`config.mk`:
```
export PLATFORM = sky130hd
export DESIGN_NAME = epoch_lifecycle_ctrl
export DESIGN_NICKNAME = d
export VERILOG_FILES = /design/src/rtl/epoch_pkg.sv /design/src/rtl/epoch_fsm.sv /design/src/rtl/epoch_counter.sv /design/src/rtl/fwd_flags.sv /design/src/rtl/epoch_lifecycle_ctrl.sv
export SDC_FILE = /design/constraint.sdc
export NUM_CORES = 1
export LEC_CHECK = 0
export BUFFER_PORTS_ARGS = -buffer_cell sky130_fd_sc_hd__buf_2
export CORE_MARGIN = 2
export CORE_UTILIZATION = 44
export DETAILED_ROUTE_END_ITERATION = 12
export GPL_ROUTABILITY_DRIVEN = 1
export PLACE_DENSITY = 0.72
export SLEW_MARGIN = 5
export SYNTH_ARGS = -nofsm -noshare
export SYNTH_HDL_FRONTEND = slang
export SYNTH_HIERARCHICAL = 1
export SYNTH_SLANG_ARGS = --single-unit
```
`constraint.sdc`:
```
create_clock -name clk -period 1.71 [get_ports clk]
set_input_delay 0 -clock clk [delete_from_list [all_inputs] [get_ports clk]]
set_output_delay 0 -clock clk [all_outputs]
set_load 0.05 [all_outputs]
```
`src/rtl/epoch_pkg.sv`:
```
package epoch_pkg;
  typedef enum logic [2:0] {
    PH_IDLE   = 3'd0,
    PH_INIT   = 3'd1,
    PH_SPEC   = 3'd2,
    PH_WAITHF = 3'd3,
    PH_COMMIT = 3'd4
  } phase_t;

  function automatic logic is_speculative(input phase_t p);
    return (p == PH_INIT) || (p == PH_SPEC) || (p == PH_WAITHF);
  endfunction
endpackage

```
`src/rtl/epoch_fsm.sv`:
```
module epoch_fsm
  import epoch_pkg::*;
(
  input  logic   clk,
  input  logic   rst_n,
  input  logic   spawn_i,
  input  logic   work_done_i,
  input  logic   violation_i,
  input  logic   token_in_i,
  input  logic   commit_done_i,
  output phase_t phase_o,
  output logic   homefree_o,
  output logic   ev_spawn_o,
  output logic   ev_squash_o,
  output logic   squash_o,
  output logic   token_out_o
);
  phase_t phase_q, phase_d;
  logic   tok_q, sq_q, tout_q;
  logic   ev_pass;

  assign homefree_o  = tok_q | token_in_i;
  assign ev_spawn_o  = (phase_q == PH_IDLE) && spawn_i;
  assign ev_squash_o = is_speculative(phase_q) && violation_i;
  assign ev_pass     = (phase_q == PH_COMMIT) && commit_done_i;

  always_comb begin
    phase_d = phase_q;
    unique case (phase_q)
      PH_IDLE:   if (spawn_i) phase_d = PH_INIT;
      PH_INIT:   phase_d = violation_i ? PH_INIT : PH_SPEC;
      PH_SPEC: begin
        if (violation_i)      phase_d = PH_INIT;
        else if (work_done_i) phase_d = homefree_o ? PH_COMMIT : PH_WAITHF;
      end
      PH_WAITHF: begin
        if (violation_i)     phase_d = PH_INIT;
        else if (homefree_o) phase_d = PH_COMMIT;
      end
      PH_COMMIT: if (commit_done_i) phase_d = PH_IDLE;
      default:   phase_d = PH_IDLE;
    endcase
  end

  always_ff @(posedge clk) begin
    if (!rst_n) begin
      phase_q <= PH_IDLE;
      tok_q   <= 1'b0;
      sq_q    <= 1'b0;
      tout_q  <= 1'b0;
    end else begin
      phase_q <= phase_d;
      tok_q   <= homefree_o & ~ev_pass;
      sq_q    <= ev_squash_o;
      tout_q  <= ev_pass;
    end
  end

  assign phase_o     = phase_q;
  assign squash_o    = sq_q;
  assign token_out_o = tout_q;

  a_r4_squash_restarts: assert property (@(posedge clk) disable iff (!rst_n)
    ev_squash_o |=> (squash_o && phase_q == PH_INIT));
  a_r5_squash_beats_done: assert property (@(posedge clk) disable iff (!rst_n)
    (phase_q == PH_SPEC && violation_i && work_done_i) |=> phase_q == PH_INIT);
  a_r8_commit_ignores_violation: assert property (@(posedge clk) disable iff (!rst_n)
    (phase_q == PH_COMMIT && !commit_done_i) |=> phase_q == PH_COMMIT);
  a_r9_token_single_pulse: assert property (@(posedge clk) disable iff (!rst_n)
    token_out_o |=> !token_out_o);
  a_r6_commit_needs_token: assert property (@(posedge clk) disable iff (!rst_n)
    (phase_q != PH_COMMIT && phase_d == PH_COMMIT) |-> homefree_o);
endmodule

```
`src/rtl/epoch_counter.sv`:
```
module epoch_counter #(
  parameter int EPOCH_W = 16,
  parameter int NUM_CTX = 4,
  parameter int CTX_ID  = 1
) (
  input  logic               clk,
  input  logic               rst_n,
  input  logic               load_i,
  output logic [EPOCH_W-1:0] epoch_o
);
  localparam logic [EPOCH_W-1:0] STEP  = EPOCH_W'(NUM_CTX);
  localparam logic [EPOCH_W-1:0] FIRST = EPOCH_W'(CTX_ID);

  function automatic logic [EPOCH_W-1:0] next_epoch(
    input logic [EPOCH_W-1:0] cur, input logic started);
    return started ? cur + STEP : FIRST;
  endfunction

  logic [EPOCH_W-1:0] num_q;
  logic               started_q;

  always_ff @(posedge clk) begin
    if (!rst_n) begin
      num_q     <= '0;
      started_q <= 1'b0;
    end else if (load_i) begin
      num_q     <= next_epoch(num_q, started_q);
      started_q <= 1'b1;
    end
  end

  assign epoch_o = num_q;

  a_r3_moves_only_on_spawn: assert property (@(posedge clk) disable iff (!rst_n)
    !load_i |=> $stable(epoch_o));
  a_r3_step_size: assert property (@(posedge clk) disable iff (!rst_n)
    (load_i && started_q) |=> (epoch_o - $past(epoch_o)) == STEP);
endmodule

```
`src/rtl/fwd_flags.sv`:
```
module fwd_flags #(
  parameter int NCH = 4
) (
  input  logic           clk,
  input  logic           rst_n,
  input  logic           clr_in_i,
  input  logic           clr_out_i,
  input  logic           in_spec_i,
  input  logic           homefree_i,
  input  logic [NCH-1:0] wait_i,
  input  logic [NCH-1:0] sig_in_i,
  input  logic [NCH-1:0] sig_set_i,
  output logic           stall_o,
  output logic [NCH-1:0] sig_out_o
);
  logic [NCH-1:0] arrived_q, sent_q, blocked;

  for (genvar k = 0; k < NCH; k++) begin : g_ch
    always_ff @(posedge clk) begin
      if (!rst_n) begin
        arrived_q[k] <= 1'b0;
        sent_q[k]    <= 1'b0;
      end else begin
        arrived_q[k] <= (arrived_q[k] & ~clr_in_i) | sig_in_i[k];
        sent_q[k]    <= clr_out_i ? 1'b0 : (sent_q[k] | (in_spec_i & sig_set_i[k]));
      end
    end
    assign blocked[k] = wait_i[k] & ~(arrived_q[k] | sig_in_i[k]);
  end

  assign stall_o   = (|blocked) & ~homefree_i;
  assign sig_out_o = sent_q;

  a_r10_no_stall_homefree: assert property (@(posedge clk) disable iff (!rst_n)
    homefree_i |-> !stall_o);
  a_r11_clear_wins: assert property (@(posedge clk) disable iff (!rst_n)
    clr_out_i |=> sig_out_o == '0);
  a_r11_sent_sticky: assert property (@(posedge clk) disable iff (!rst_n)
    !clr_out_i |=> ((sig_out_o & $past(sig_out_o)) == $past(sig_out_o)));
endmodule

```
`src/rtl/epoch_lifecycle_ctrl.sv`:
```
module epoch_lifecycle_ctrl
  import epoch_pkg::*;
#(
  parameter int EPOCH_W = 16,
  parameter int NUM_CTX = 4,
  parameter int CTX_ID  = 1,
  parameter int NCH     = 4
) (
  input  logic               clk,
  input  logic               rst_n,
  input  logic               spawn_i,
  input  logic               work_done_i,
  input  logic               violation_i,
  input  logic               token_in_i,
  input  logic               commit_done_i,
  input  logic [NCH-1:0]     wait_i,
  input  logic [NCH-1:0]     sig_in_i,
  input  logic [NCH-1:0]     sig_set_i,
  output logic               start_work_o,
  output logic               squash_o,
  output logic               commit_req_o,
  output logic               token_out_o,
  output logic [EPOCH_W-1:0] epoch_num_o,
  output logic               stall_o,
  output logic [NCH-1:0]     sig_out_o
);
  phase_t phase;
  logic   homefree, ev_spawn, ev_squash;

  epoch_fsm u_fsm (
    .clk(clk), .rst_n(rst_n), .spawn_i(spawn_i), .work_done_i(work_done_i),
    .violation_i(violation_i), .token_in_i(token_in_i), .commit_done_i(commit_done_i),
    .phase_o(phase), .homefree_o(homefree), .ev_spawn_o(ev_spawn),
    .ev_squash_o(ev_squash), .squash_o(squash_o), .token_out_o(token_out_o)
  );

  epoch_counter #(.EPOCH_W(EPOCH_W), .NUM_CTX(NUM_CTX), .CTX_ID(CTX_ID)) u_cnt (
    .clk(clk), .rst_n(rst_n), .load_i(ev_spawn), .epoch_o(epoch_num_o)
  );

  fwd_flags #(.NCH(NCH)) u_fwd (
    .clk(clk), .rst_n(rst_n), .clr_in_i(ev_spawn), .clr_out_i(ev_spawn | ev_squash),
    .in_spec_i(phase == PH_SPEC), .homefree_i(homefree), .wait_i(wait_i),
    .sig_in_i(sig_in_i), .sig_set_i(sig_set_i), .stall_o(stall_o), .sig_out_o(sig_out_o)
  );

  assign start_work_o = (phase == PH_INIT);
  assign commit_req_o = (phase == PH_COMMIT);

  a_r2_spawn_starts: assert property (@(posedge clk) disable iff (!rst_n)
    ev_spawn |=> start_work_o);
  a_r3_epoch_on_start: assert property (@(posedge clk) disable iff (!rst_n)
    !$stable(epoch_num_o) |-> (start_work_o && !squash_o));
  a_r8_commit_held: assert property (@(posedge clk) disable iff (!rst_n)
    (commit_req_o && !commit_done_i) |=> commit_req_o);
  a_r9_pass_ends_commit: assert property (@(posedge clk) disable iff (!rst_n)
    token_out_o |-> !commit_req_o && !start_work_o);
endmodule

```
==> flow_summary_export.csv, run 1 <==
group,metric,value,unit
placed_design,place_hpwl,2.26,mm
worst_setup_path,reg2reg_from,"u_fsm/phase_o[0]$_SDFFE_PN0P_",
clock_network,cts_root_buffer,"clkbuf_4",
timing,tns,0,ns
placed_design,dpl-instance-area,1630,sq um
synth,synth_compound_area_frac,0.170,
synth,synth_area_leader_cell,"dfxtp_1",
placed_design,place.port_buffers,42,
grt,grt_pass1_vias,1292,
placed_design,place_congestion,0.858,
synth,ys_warn_count,6,
die,pin_count,44,
routing,first_pass_iters,4,
grt,antenna_found_initial,0,
routing,vias_per_cell,5.37,
worst_hold_path,min_path_cells,3,
routing,finalWirelength,3.19,mm
synth,muxShareOfSynthArea,0.0147,
synth,synthesis.area,1360,sq um
synth,synth_top_family_by_area,"simple AND/OR/NAND/NOR gates",
timing,final.min_clock_period,1.62,ns
finish,area_growth,33.3,%
die,dieArea,3560,sq um
worst_hold_path,holdPathEnd,"u_fsm/tok_q$_SDFF_PN0_",
timing,finalHoldViolations,0,
worst_hold_path,min_path_type,"primary input to flop",
synth,synth_top_area_frac,0.440,
die,die_h,59.7,microns
routing,drcViolationCount,0,
timing,fmax,617,MHz
finish,mostFrequentLayoutCells,"42 x buf_2, 24 x dfxtp_1, 16 x nor2_1",
die,rows,20,
worst_setup_path,rrSetupSlack,0.09,ns
routing,ant_nets,0,
synth,synth-simple-area-share,0.310,
worst_setup_path,worstReg2RegEnd,"u_cnt/epoch_o[11]$_SDFFE_PN0P_",
grt,grt-ovfl-total,0,
finish,final_area,1820,sq um
worst_setup_path,startpoint_type,"flop",
power_and_ir_drop,p_leak,0.771,nW
finish,nets,228,
timing,tightestPinTransition,0.498,ns
worst_setup_path,crit_type,"flop to flop",
placed_design,post-place-ws,0.0779,ns
timing,setup_slack,0.0901,ns
power_and_ir_drop,finalPower,1.38,mW
timing,finalSetupViolations,0,
die,core,3000,sq um
timing,fin_worst_skew,0.00446,ns
grt,grt.total_usage,0.207,
worst_setup_path,cpLargestDelayFamily,"simple AND/OR/NAND/NOR gates",
worst_hold_path,min-delay-start,"token_in_i",
timing,relSlewSlack,0.659,
worst_setup_path,required,1.97,ns
clock_network,numCtsBuffers,5,
timing,fin_crit_sh,0.947,
run,drv_cap,0,
die,initial_core_util,0.454,
finish,drive_gt1_frac,0.332,
worst_setup_path,crit_slowest_cell,"or4_4",
synth,syn_avg_cell_area,9.28,sq um
timing,rsz0062_at_grt,"false",
synth,synth.distinct_cells,44,
timing,slew_violations,0,
power_and_ir_drop,powerDensity,758,nW/um^2
worst_setup_path,cp_num_cells,5,
grt,grt_start_max_net_pins,18,
synth,synthCells,147,
synth,syn_nets,167,
clock_network,cts.sinks,30,
routing,drtIter0Drc,35,
worst_setup_path,critPathCaptureType,"flop",
clock_network,cts_tree,"done",
worst_setup_path,cp_cell_sequence,"nor2_4 > and2_4 > nand4_4 > or4_4 > a21oi_2",
die,die_x,59.7,microns
finish,diodes,0,
clock_network,clk_pin_slew,0.09,ns
grt,grt_pass1_wl,5.47,mm
clock_network,cts_max_level,2,
synth,synth_xor_xnor_area_share,0.0257,
worst_setup_path,path_buf_inv,0,
power_and_ir_drop,irDropWorstVdd,0.000549,V
clock_network,clk_latency,0.31,ns
synth,ys_seq_area_frac,0.440,
run_status,status,"complete, no violations",
worst_setup_path,crit_fanout,10,
worst_setup_path,r2r_cells,5,
routing,wl_per_cell,13.3,microns
routing,vias,1294,
synth,ys_seq_elements,30,
worst_setup_path,critical-path-max-stage-delay,0.54,ns
synth,synth-adder-area-share,0.00917,
clock_network,cts_buffer_depth,2,
finish,final_common_cell,"buf_2",
synth,synth_area_leaders,"dfxtp_1 44%, nor2_1 4.7%, a21oi_1 4.4%",
worst_setup_path,arrival,1.88,ns
-- sequential cells by signal (all words and copies together), names as in the netlist --
name               cells
u_cnt/epoch_o         15
u_fwd/arrived_q        4
u_fwd/sig_out_o        4
u_fsm/phase_o          3
u_cnt/started_q        1
u_fsm/squash_o         1
u_fsm/tok_q            1
u_fsm/token_out_o      1
-- cells in the mapped netlist, drive strengths merged --
cell type / number
and2: 2
a21boi: 2
nand2: 5
a2111oi: 1
nand2b: 3
nand3b: 3
a31oi: 1
inv: 2
and4: 1
or3b: 1
dfxtp: 30
nor2: 17
buf: 3
o221ai: 1
or3: 4
and4b: 1
o21a: 6
mux2i: 2
o31ai: 4
nor3b: 6
nor2b: 5
nor4: 1
or2: 1
xor2: 3
and3: 1
clkbuf: 1
a21oi: 13
ha: 1
a22oi: 2
conb: 1
o41ai: 1
nand3: 5
or4: 4
nand4: 7
xnor2: 1
o21ai: 5
-- power by group --
group          switching [mW]  internal, mW  leakage (nW)  total, mW
clock network           0.227         0.155        0.0254      0.382
registers              0.0257         0.725         0.247      0.751
logic                   0.142         0.103         0.499      0.245
total                   0.395         0.983         0.771       1.38
-- tightest hold or removal path, cell delays in order --
cell and delay (ns):
buf_2 0.11, o21ai_0 0.08, a31oi_1 0.12
-- cells by family (layout without fill, tap and decap cells) --
kind of cell | Yosys count | count (layout)
AO/OA/AOI/OAI | 36 | 36
XOR/XNOR | 4 | 4
adder cells (fa/ha/maj) | 1 | 1
buffers and inverters | 6 | 67
flip-flops | 30 | 30
multiplexers | 2 | 2
other | 1 | 1
AND/OR/NAND/NOR | 67 | 67
-- per-layer routing --
metal | vias up | wire [microns] | global-route usage
met5 | - | 0 | 0
met1 | 596 | 1360 | 0.224
met3 | 2 | 136 | 0.0649
met2 | 29 | 1680 | 0.373
li1 | 667 | - | -
met4 | 0 | 19 | 0.0762
-- cell type report --
class	count	area [sq um]
Fill cell	263	1180
Clock buffer	7	45.0
Tap cell	33	41.3
Multi-Input combinational cell	111	744
Inverter	2	7.51
Timing Repair Buffer	58	372
Sequential cell	30	608
-- stage by stage --
| step | utilization | hold WS [ns] | instances |
|---|---|---|---|
| 2_1_floorplan | - | 0.107 | 147 |
| 3_3_place_gp | 0.543 | 0.221 | 221 |
| 3_5_place_dp | 0.543 | 0.229 | 221 |
| 4_1_cts | 0.592 | 0.0155 | 238 |
| 5_1_grt | 0.605 | 0.0315 | 241 |
| 6_report | 0.605 | 0.0350 | 241 |
-- how the worst max path moves through the flow --
stage	startpoint	end
floorplan	u_cnt/epoch_o[7]$_SDFFE_PN0P_	u_cnt/epoch_o[11]$_SDFFE_PN0P_
global placement	u_fsm/phase_o[0]$_SDFFE_PN0P_	u_cnt/epoch_o[11]$_SDFFE_PN0P_
detailed placement	u_fsm/phase_o[0]$_SDFFE_PN0P_	u_cnt/epoch_o[11]$_SDFFE_PN0P_
CTS	u_fsm/phase_o[0]$_SDFFE_PN0P_	u_cnt/epoch_o[11]$_SDFFE_PN0P_
global route	u_fsm/phase_o[0]$_SDFFE_PN0P_	u_cnt/epoch_o[12]$_SDFFE_PN0P_
finish	u_fsm/phase_o[0]$_SDFFE_PN0P_	u_cnt/epoch_o[11]$_SDFFE_PN0P_
-- repair_timing --
item	CTS	global route
setup buffers	0	3
resized for setup	0	4
hold buffers	10	0
endpoints found under the hold margin	12	0
endpoints found under the setup margin	0	6
Power figures use the tool's default switching activity.
==> run 2: changes to the inputs <==
--- a/config.mk
+++ b/config.mk
@@ -7,10 +7,11 @@
 export LEC_CHECK = 0
 export BUFFER_PORTS_ARGS = -buffer_cell sky130_fd_sc_hd__buf_2
 export CORE_MARGIN = 2
-export CORE_UTILIZATION = 44
+export CORE_UTILIZATION = 28
 export DETAILED_ROUTE_END_ITERATION = 12
 export GPL_ROUTABILITY_DRIVEN = 1
-export PLACE_DENSITY = 0.72
+export PLACE_DENSITY = 0.5
+export RECOVER_POWER = 25
 export SLEW_MARGIN = 5
 export SYNTH_ARGS = -nofsm -noshare
 export SYNTH_HDL_FRONTEND = slang
==> run 2 against run 1 <==
Effect of this change:
- wire length grew 3.4%
- worst hold slack better by 0.0058 ns
- core utilization is 21 points lower
- largest cell class unchanged
- total power is 13% higher
- highest routed layer unchanged
==> flow_summary_export.csv, run 2 (synthesized netlist as in run 1, its figures left out) <==
group,metric,value,unit
worst_hold_path,min_path_type,"primary input to flop",
power_and_ir_drop,irDropWorstVdd,0.000519,V
worst_setup_path,critical-path-max-stage-delay,0.54,ns
clock_network,cts_max_level,2,
placed_design,dpl-instance-area,1680,sq um
finish,drive_gt1_frac,0.274,
finish,diodes,0,
finish,mostFrequentLayoutCells,"31 x buf_2, 25 x dfxtp_1, 17 x nor2_1",
timing,tns,0,ns
timing,finalSetupViolations,0,
timing,slew_violations,0,
clock_network,cts-resized-gates,0,
run_status,status,"complete, no violations",
clock_network,cts_root_buffer,"clkbuf_8",
routing,drtIter0Drc,62,
routing,finalWirelength,3.30,mm
finish,nets,227,
finish,finalNonFillerCells,275,
timing,relSlewSlack,0.594,
grt,antenna_found_initial,0,
worst_setup_path,crit_fanout,10,
worst_setup_path,r2r_cells,5,
timing,fin_crit_sh,0.904,
die,die_x,73.8,microns
worst_setup_path,critPathCaptureType,"flop",
worst_setup_path,arrival,1.76,ns
routing,first_pass_iters,4,
power_and_ir_drop,powerDensity,847,nW/um^2
power_and_ir_drop,p_leak,0.735,nW
worst_hold_path,min_path_cells,2,
timing,setup_slack,0.163,ns
finish,area_growth,35.3,%
timing,finalHoldViolations,0,
finish,nFillCells,508,
worst_setup_path,required,1.92,ns
placed_design,post-place-ws,0.184,ns
die,die_h,73.8,microns
timing,rsz0062_at_grt,"false",
finish,multi_input_area,728,sq um
routing,vias_per_cell,4.80,
timing,fmax,647,MHz
worst_setup_path,startpoint_type,"flop",
die,rows,25,
grt,grt-ovfl-total,0,
die,dieArea,5440,sq um
die,pin_count,44,
grt,grt_pass1_wl,5.59,mm
placed_design,place.port_buffers,42,
grt,grt_start_max_net_pins,18,
clock_network,clk_latency,0.28,ns
routing,vias,1320,
timing,tightestPinTransition,0.612,ns
finish,largest_reg_flops,15,
run,drv_cap,0,
grt,grt.total_usage,0.132,
clock_network,cts.sinks,30,
placed_design,place_inst,258,
routing,drcViolationCount,0,
finish,seqCellArea,607,sq um
timing,fin_worst_skew,0.00788,ns
die,initial_core_util,0.289,
timing,final.min_clock_period,1.55,ns
clock_network,cts_buffer_depth,2,
grt,grt_pass1_vias,1301,
clock_network,numCtsBuffers,5,
finish,final_common_cell,"buf_2",
power_and_ir_drop,finalPower,1.56,mW
die,core,4720,sq um
routing,ant_nets,0,
routing,wl_per_cell,12.0,microns
placed_design,place_congestion,0.777,
placed_design,place_hpwl,2.37,mm
clock_network,clk_pin_slew,0.06,ns
finish,final_area,1850,sq um
worst_setup_path,crit_type,"flop to flop",
worst_setup_path,crit_slowest_cell,"or4_1",
clock_network,cts_tree,"done",
worst_setup_path,cp_cell_sequence,"nor2_1 > and2_4 > nand4_4 > or4_1 > a21oi_1",
## run 2: cell type report
class | count | share of cell area
inverters | 2 | 0.00407
clock buffers | 7 | 0.0468
well taps | 67 | 0.0454
flip-flops and latches | 30 | 0.329
repair buffers | 57 | 0.178
clock inverters | 1 | 0.00271
multi-input cells | 111 | 0.395
## run 2: through the flow
step | util | hold slack [ns]
2_1_floorplan | - | 0.107
3_3_place_gp | 0.357 | 0.224
3_5_place_dp | 0.357 | 0.233
4_1_cts | 0.395 | 0.0263
5_1_grt | 0.391 | 0.0486
6_report | 0.391 | 0.0407
## run 2: timing repair
action | in CTS | in global routing
hold buffers | 9 | 0
endpoints found under the hold margin | 9 | 0
buffers inserted | 0 | 0
## run 2: path summary, 6_finish.rpt
path,from,endpoint,slack (ns)
max,u_fsm/phase_o[0]$_SDFFE_PN0P_,u_cnt/epoch_o[13]$_SDFFE_PN0P_,0.16
min,violation_i,u_fsm/squash_o$_SDFF_PN0_,0.04
max reg2reg,u_fsm/phase_o[0]$_SDFFE_PN0P_,u_cnt/epoch_o[13]$_SDFFE_PN0P_,0.16
min reg2reg,u_cnt/epoch_o[0]$_SDFFE_PN0P_,u_cnt/epoch_o[0]$_SDFFE_PN0P_,0.46
## run 2: critical path, delay by kind of cell (launching register included)
family             cells  cell delay [ns]
AOI/OAI and AO/OA      1             0.16
and+or+nand+nor        4             1.01
DFF                    1             0.32
## run 2: layer usage
metal | track usage | share of wire | vias to the layer above
met1 | 0.160 | 0.44 | 609
met4 | 0.0465 | 0.018 | 0
li1 | - | - | 658
met2 | 0.213 | 0.47 | 45
met3 | 0.0508 | 0.069 | 8
met5 | 0 | 0 | -
## run 2: power by group
part	switching, mW	internal, mW	leakage, nW	total, mW
logic	0.151	0.0968	0.440	0.247
registers	0.0161	0.726	0.247	0.742
clock network	0.250	0.324	0.0482	0.574
==> run 3: changes to the inputs <==
--- a/config.mk
+++ b/config.mk
@@ -5,12 +5,13 @@
 export SDC_FILE = /design/constraint.sdc
 export NUM_CORES = 1
 export LEC_CHECK = 0
+export ABC_AREA = 1
 export BUFFER_PORTS_ARGS = -buffer_cell sky130_fd_sc_hd__buf_2
 export CORE_MARGIN = 2
 export CORE_UTILIZATION = 28
 export DETAILED_ROUTE_END_ITERATION = 12
 export GPL_ROUTABILITY_DRIVEN = 1
-export PLACE_DENSITY = 0.5
+export PLACE_DENSITY = 0.48
 export RECOVER_POWER = 25
 export SLEW_MARGIN = 5
 export SYNTH_ARGS = -nofsm -noshare
==> constraint.sdc (replaced) <==
create_clock -name clk -period 1.5 [get_ports clk]
set_input_delay 0 -clock clk [delete_from_list [all_inputs] [get_ports clk]]
set_output_delay 0 -clock clk [all_outputs]
set_load 0.05 [all_outputs]
==> run 3 against run 2 <==
Effect of this change:
- combinational power rose to 3.3 times the previous value
- highest routed layer unchanged
- setup slack got worse by 0.055 ns
- first-iteration DRC count rose by 6.5%
- clock power rose by 4.2%
==> flow_summary_export.csv, run 3 <==
group,metric,value,unit
synth,synth_most_common_cell,"nand2_1",
synth,synth.distinct_cells,27,
timing,fin_crit_sh,0.928,
routing,vias_per_cell,4.16,
clock_network,cts_root_buffer,"clkbuf_8",
synth,ys_seq_area_frac,0.406,
clock_network,cts_buffer_depth,2,
placed_design,dpl-instance-area,1820,sq um
clock_network,clk_latency,0.27,ns
die,rows,26,
finish,mostFrequentLayoutCells,"42 x nand2_1, 38 x nor2_1, 31 x buf_2",
finish,drive_gt1_frac,0.260,
routing,finalWirelength,3.25,mm
finish,final_area,1970,sq um
die,core,5110,sq um
placed_design,place_congestion,0.795,
timing,fin_worst_skew,0.00288,ns
clock_network,numCtsBuffers,5,
timing,finalHoldViolations,0,
placed_design,place.port_buffers,42,
finish,area_growth,33.0,%
timing,relSlewSlack,0.601,
die,pin_count,44,
die,initial_core_util,0.290,
clock_network,cts_max_level,2,
die,die_h,76.7,microns
clock_network,cts_tree,"done",
synth,syn_nets,231,
worst_setup_path,worstReg2RegEnd,"u_fwd/sig_out_o[3]$_SDFF_PP0_",
grt,antenna_found_initial,0,
timing,tightestPinTransition,0.602,ns
synth,syn_avg_cell_area,7.01,sq um
worst_hold_path,holdPathEnd,"u_fsm/token_out_o$_SDFF_PN0_",
routing,first_pass_iters,4,
worst_setup_path,reg2reg_from,"u_fsm/phase_o[0]$_SDFFE_PN0P_",
power_and_ir_drop,p_leak,0.882,nW
routing,wl_per_cell,9.46,microns
synth,synthesis.area,1480,sq um
timing,rsz0062_at_grt,"false",
finish,final_common_cell,"nand2_1",
worst_setup_path,critPathCaptureType,"flop",
synth,synth_area_leader_cell,"dfxtp_1",
power_and_ir_drop,powerDensity,1190,nW/um^2
worst_setup_path,required,1.72,ns
placed_design,place_hpwl,2.47,mm
timing,tns,0,ns
synth,synthTopCellsByCount,"43 x nand2_1, 39 x nor2_1, 30 x dfxtp_1",
synth,async_flop_share,0,
timing,finalSetupViolations,0,
synth,synth_top_area_frac,0.406,
die,dieArea,5880,sq um
routing,drcViolationCount,0,
worst_setup_path,rrSetupSlack,0.11,ns
timing,fmax,718,MHz
worst_setup_path,crit_type,"flop to flop",
routing,vias,1427,
grt,grt-ovfl-total,0,
worst_hold_path,min-delay-start,"commit_done_i",
synth,ys_seq_elements,30,
worst_setup_path,cp_cell_sequence,"nor2_4 > clkbuf_1 > nor3_1 > or2_1 > or2_4 > nor2_2",
routing,drtIter0Drc,66,
die,die_x,76.7,microns
timing,setup_slack,0.108,ns
clock_network,cts.sinks,30,
finish,largest_reg_flops,15,
worst_hold_path,min_path_type,"primary input to flop",
worst_setup_path,crit_slowest_cell,"dfxtp_1",
placed_design,post-place-ws,0.0174,ns
power_and_ir_drop,irDropWorstVdd,0.000586,V
synth,ys_warn_count,6,
run,drv_cap,0,
clock_network,clk_pin_slew,0.06,ns
worst_setup_path,arrival,1.61,ns
routing,ant_nets,0,
grt,grt_pass1_vias,1264,
timing,slew_violations,0,
worst_setup_path,crit_fanout,5,
synth,synth_area_leaders,"dfxtp_1 41%, nand2_1 11%, nor2_1 9.9%",
grt,grt_start_max_net_pins,11,
finish,nets,293,
timing,final.min_clock_period,1.39,ns
run_status,status,"complete, no violations",
finish,diodes,0,
worst_hold_path,min_path_cells,3,
grt,grt_pass1_wl,5.53,mm
worst_setup_path,critical-path-max-stage-delay,0.33,ns
grt,grt.total_usage,0.117,
worst_setup_path,startpoint_type,"flop",
synth,synthFlopType,"dfxtp_1",
worst_setup_path,r2r_cells,6,
synth,synthCells,211,
synth,synth_enable_flop_cells,0,
==> run 3: changes by cell type after synthesis, sizes merged, moves of 4 or more <==
cell | previous run | this run
nor2b | 5 | 0
or3 | 4 | 0
nor2 | 17 | 52
or4 | 4 | 0
nand3 | 5 | 16
o31ai | 4 | 0
a21oi | 13 | 18
nand2 | 5 | 45
nor3b | 6 | 0
inv | 2 | 26
o21a | 6 | 1
nor3 | 0 | 5
==> run 3: worst max-delay path, delay by kind of cell (launching register included) <==
family	cells	cell delay [ns]
and+or+nand+nor	5	0.78
buffers and inverters	1	0.22
DFF	1	0.33
==> run 3: power by group <==
group | leakage, nW | internal (mW) | total, mW | switching (mW)
combinational | 0.598 | 0.273 | 0.818 | 0.544
clock | 0.0383 | 0.319 | 0.598 | 0.279
sequential | 0.245 | 0.868 | 0.919 | 0.0512
total | 0.882 | 1.46 | 2.33 | 0.875
==> run 3: worst max path at each step <==
stage | from | to | depth (start not counted)
floorplan | u_fsm/phase_o[0]$_SDFFE_PN0P_ | u_cnt/epoch_o[15]$_SDFFE_PN0P_ | 11
global placement | u_fsm/phase_o[0]$_SDFFE_PN0P_ | u_cnt/epoch_o[14]$_SDFFE_PN0P_ | 8
detailed placement | u_fsm/phase_o[0]$_SDFFE_PN0P_ | u_cnt/epoch_o[14]$_SDFFE_PN0P_ | 8
CTS | u_fsm/phase_o[0]$_SDFFE_PN0P_ | u_cnt/epoch_o[12]$_SDFFE_PN0P_ | 9
global route | u_fsm/phase_o[0]$_SDFFE_PN0P_ | u_fwd/sig_out_o[3]$_SDFF_PP0_ | 6
finish | u_fsm/phase_o[0]$_SDFFE_PN0P_ | u_fwd/sig_out_o[3]$_SDFF_PP0_ | 6
==> run 3: routing by layer <==
metal  track usage  up-vias  share of wire
met3        0.0412        6          0.057
met4        0.0527        0          0.016
met1         0.147      600           0.48
met5             0        -              0
met2         0.182       37           0.45
li1              -      784              -
==> run 3: final cells by class <==
class                           instances  area, sq um
Clock buffer                            7         76.3
Fill cell                             564         3140
Inverter                               26          100
Multi-Input combinational cell        152          767
Sequential cell                        30          603
Tap cell                               70         87.6
Timing Repair Buffer                   58          333
==> run 3: repair_timing <==
item | 4_1_cts | 5_1_grt
endpoints found under the hold margin | 8 | 0
endpoints found under the setup margin | 0 | 13
resized for setup | 0 | 1
hold buffers | 8 | 0
buffers inserted | 0 | 1
==> run 3: cell families (layout without fill, tap and decap cells) <==
| group | Yosys count | count (layout) | synth area share |
|---|---|---|---|
| XOR/XNOR | 1 | 1 | 0.00592 |
| buffers and inverters | 29 | 91 | 0.0854 |
| flip-flops | 30 | 30 | 0.406 |
| AO/OA/AOI/OAI | 23 | 23 | 0.0829 |
| other | 1 | 1 | 0.00254 |
| AND/OR/NAND/NOR | 126 | 126 | 0.409 |
| adder cells (fa/ha/maj) | 1 | 1 | 0.00846 |
==> run 3: stage by stage <==
| step | instances | power [mW] | hold slack, ns | util |
|---|---|---|---|---|
| 2_1_floorplan | 211 | 1.55 | 0.113 | - |
| 3_3_place_gp | 327 | 1.75 | 0.224 | 0.356 |
| 3_5_place_dp | 327 | 1.75 | 0.241 | 0.356 |
| 4_1_cts | 342 | 2.38 | 0.00698 | 0.386 |
| 5_1_grt | 343 | 2.51 | 0.0269 | 0.385 |
| 6_report | 343 | 2.33 | 0.0130 | 0.385 |
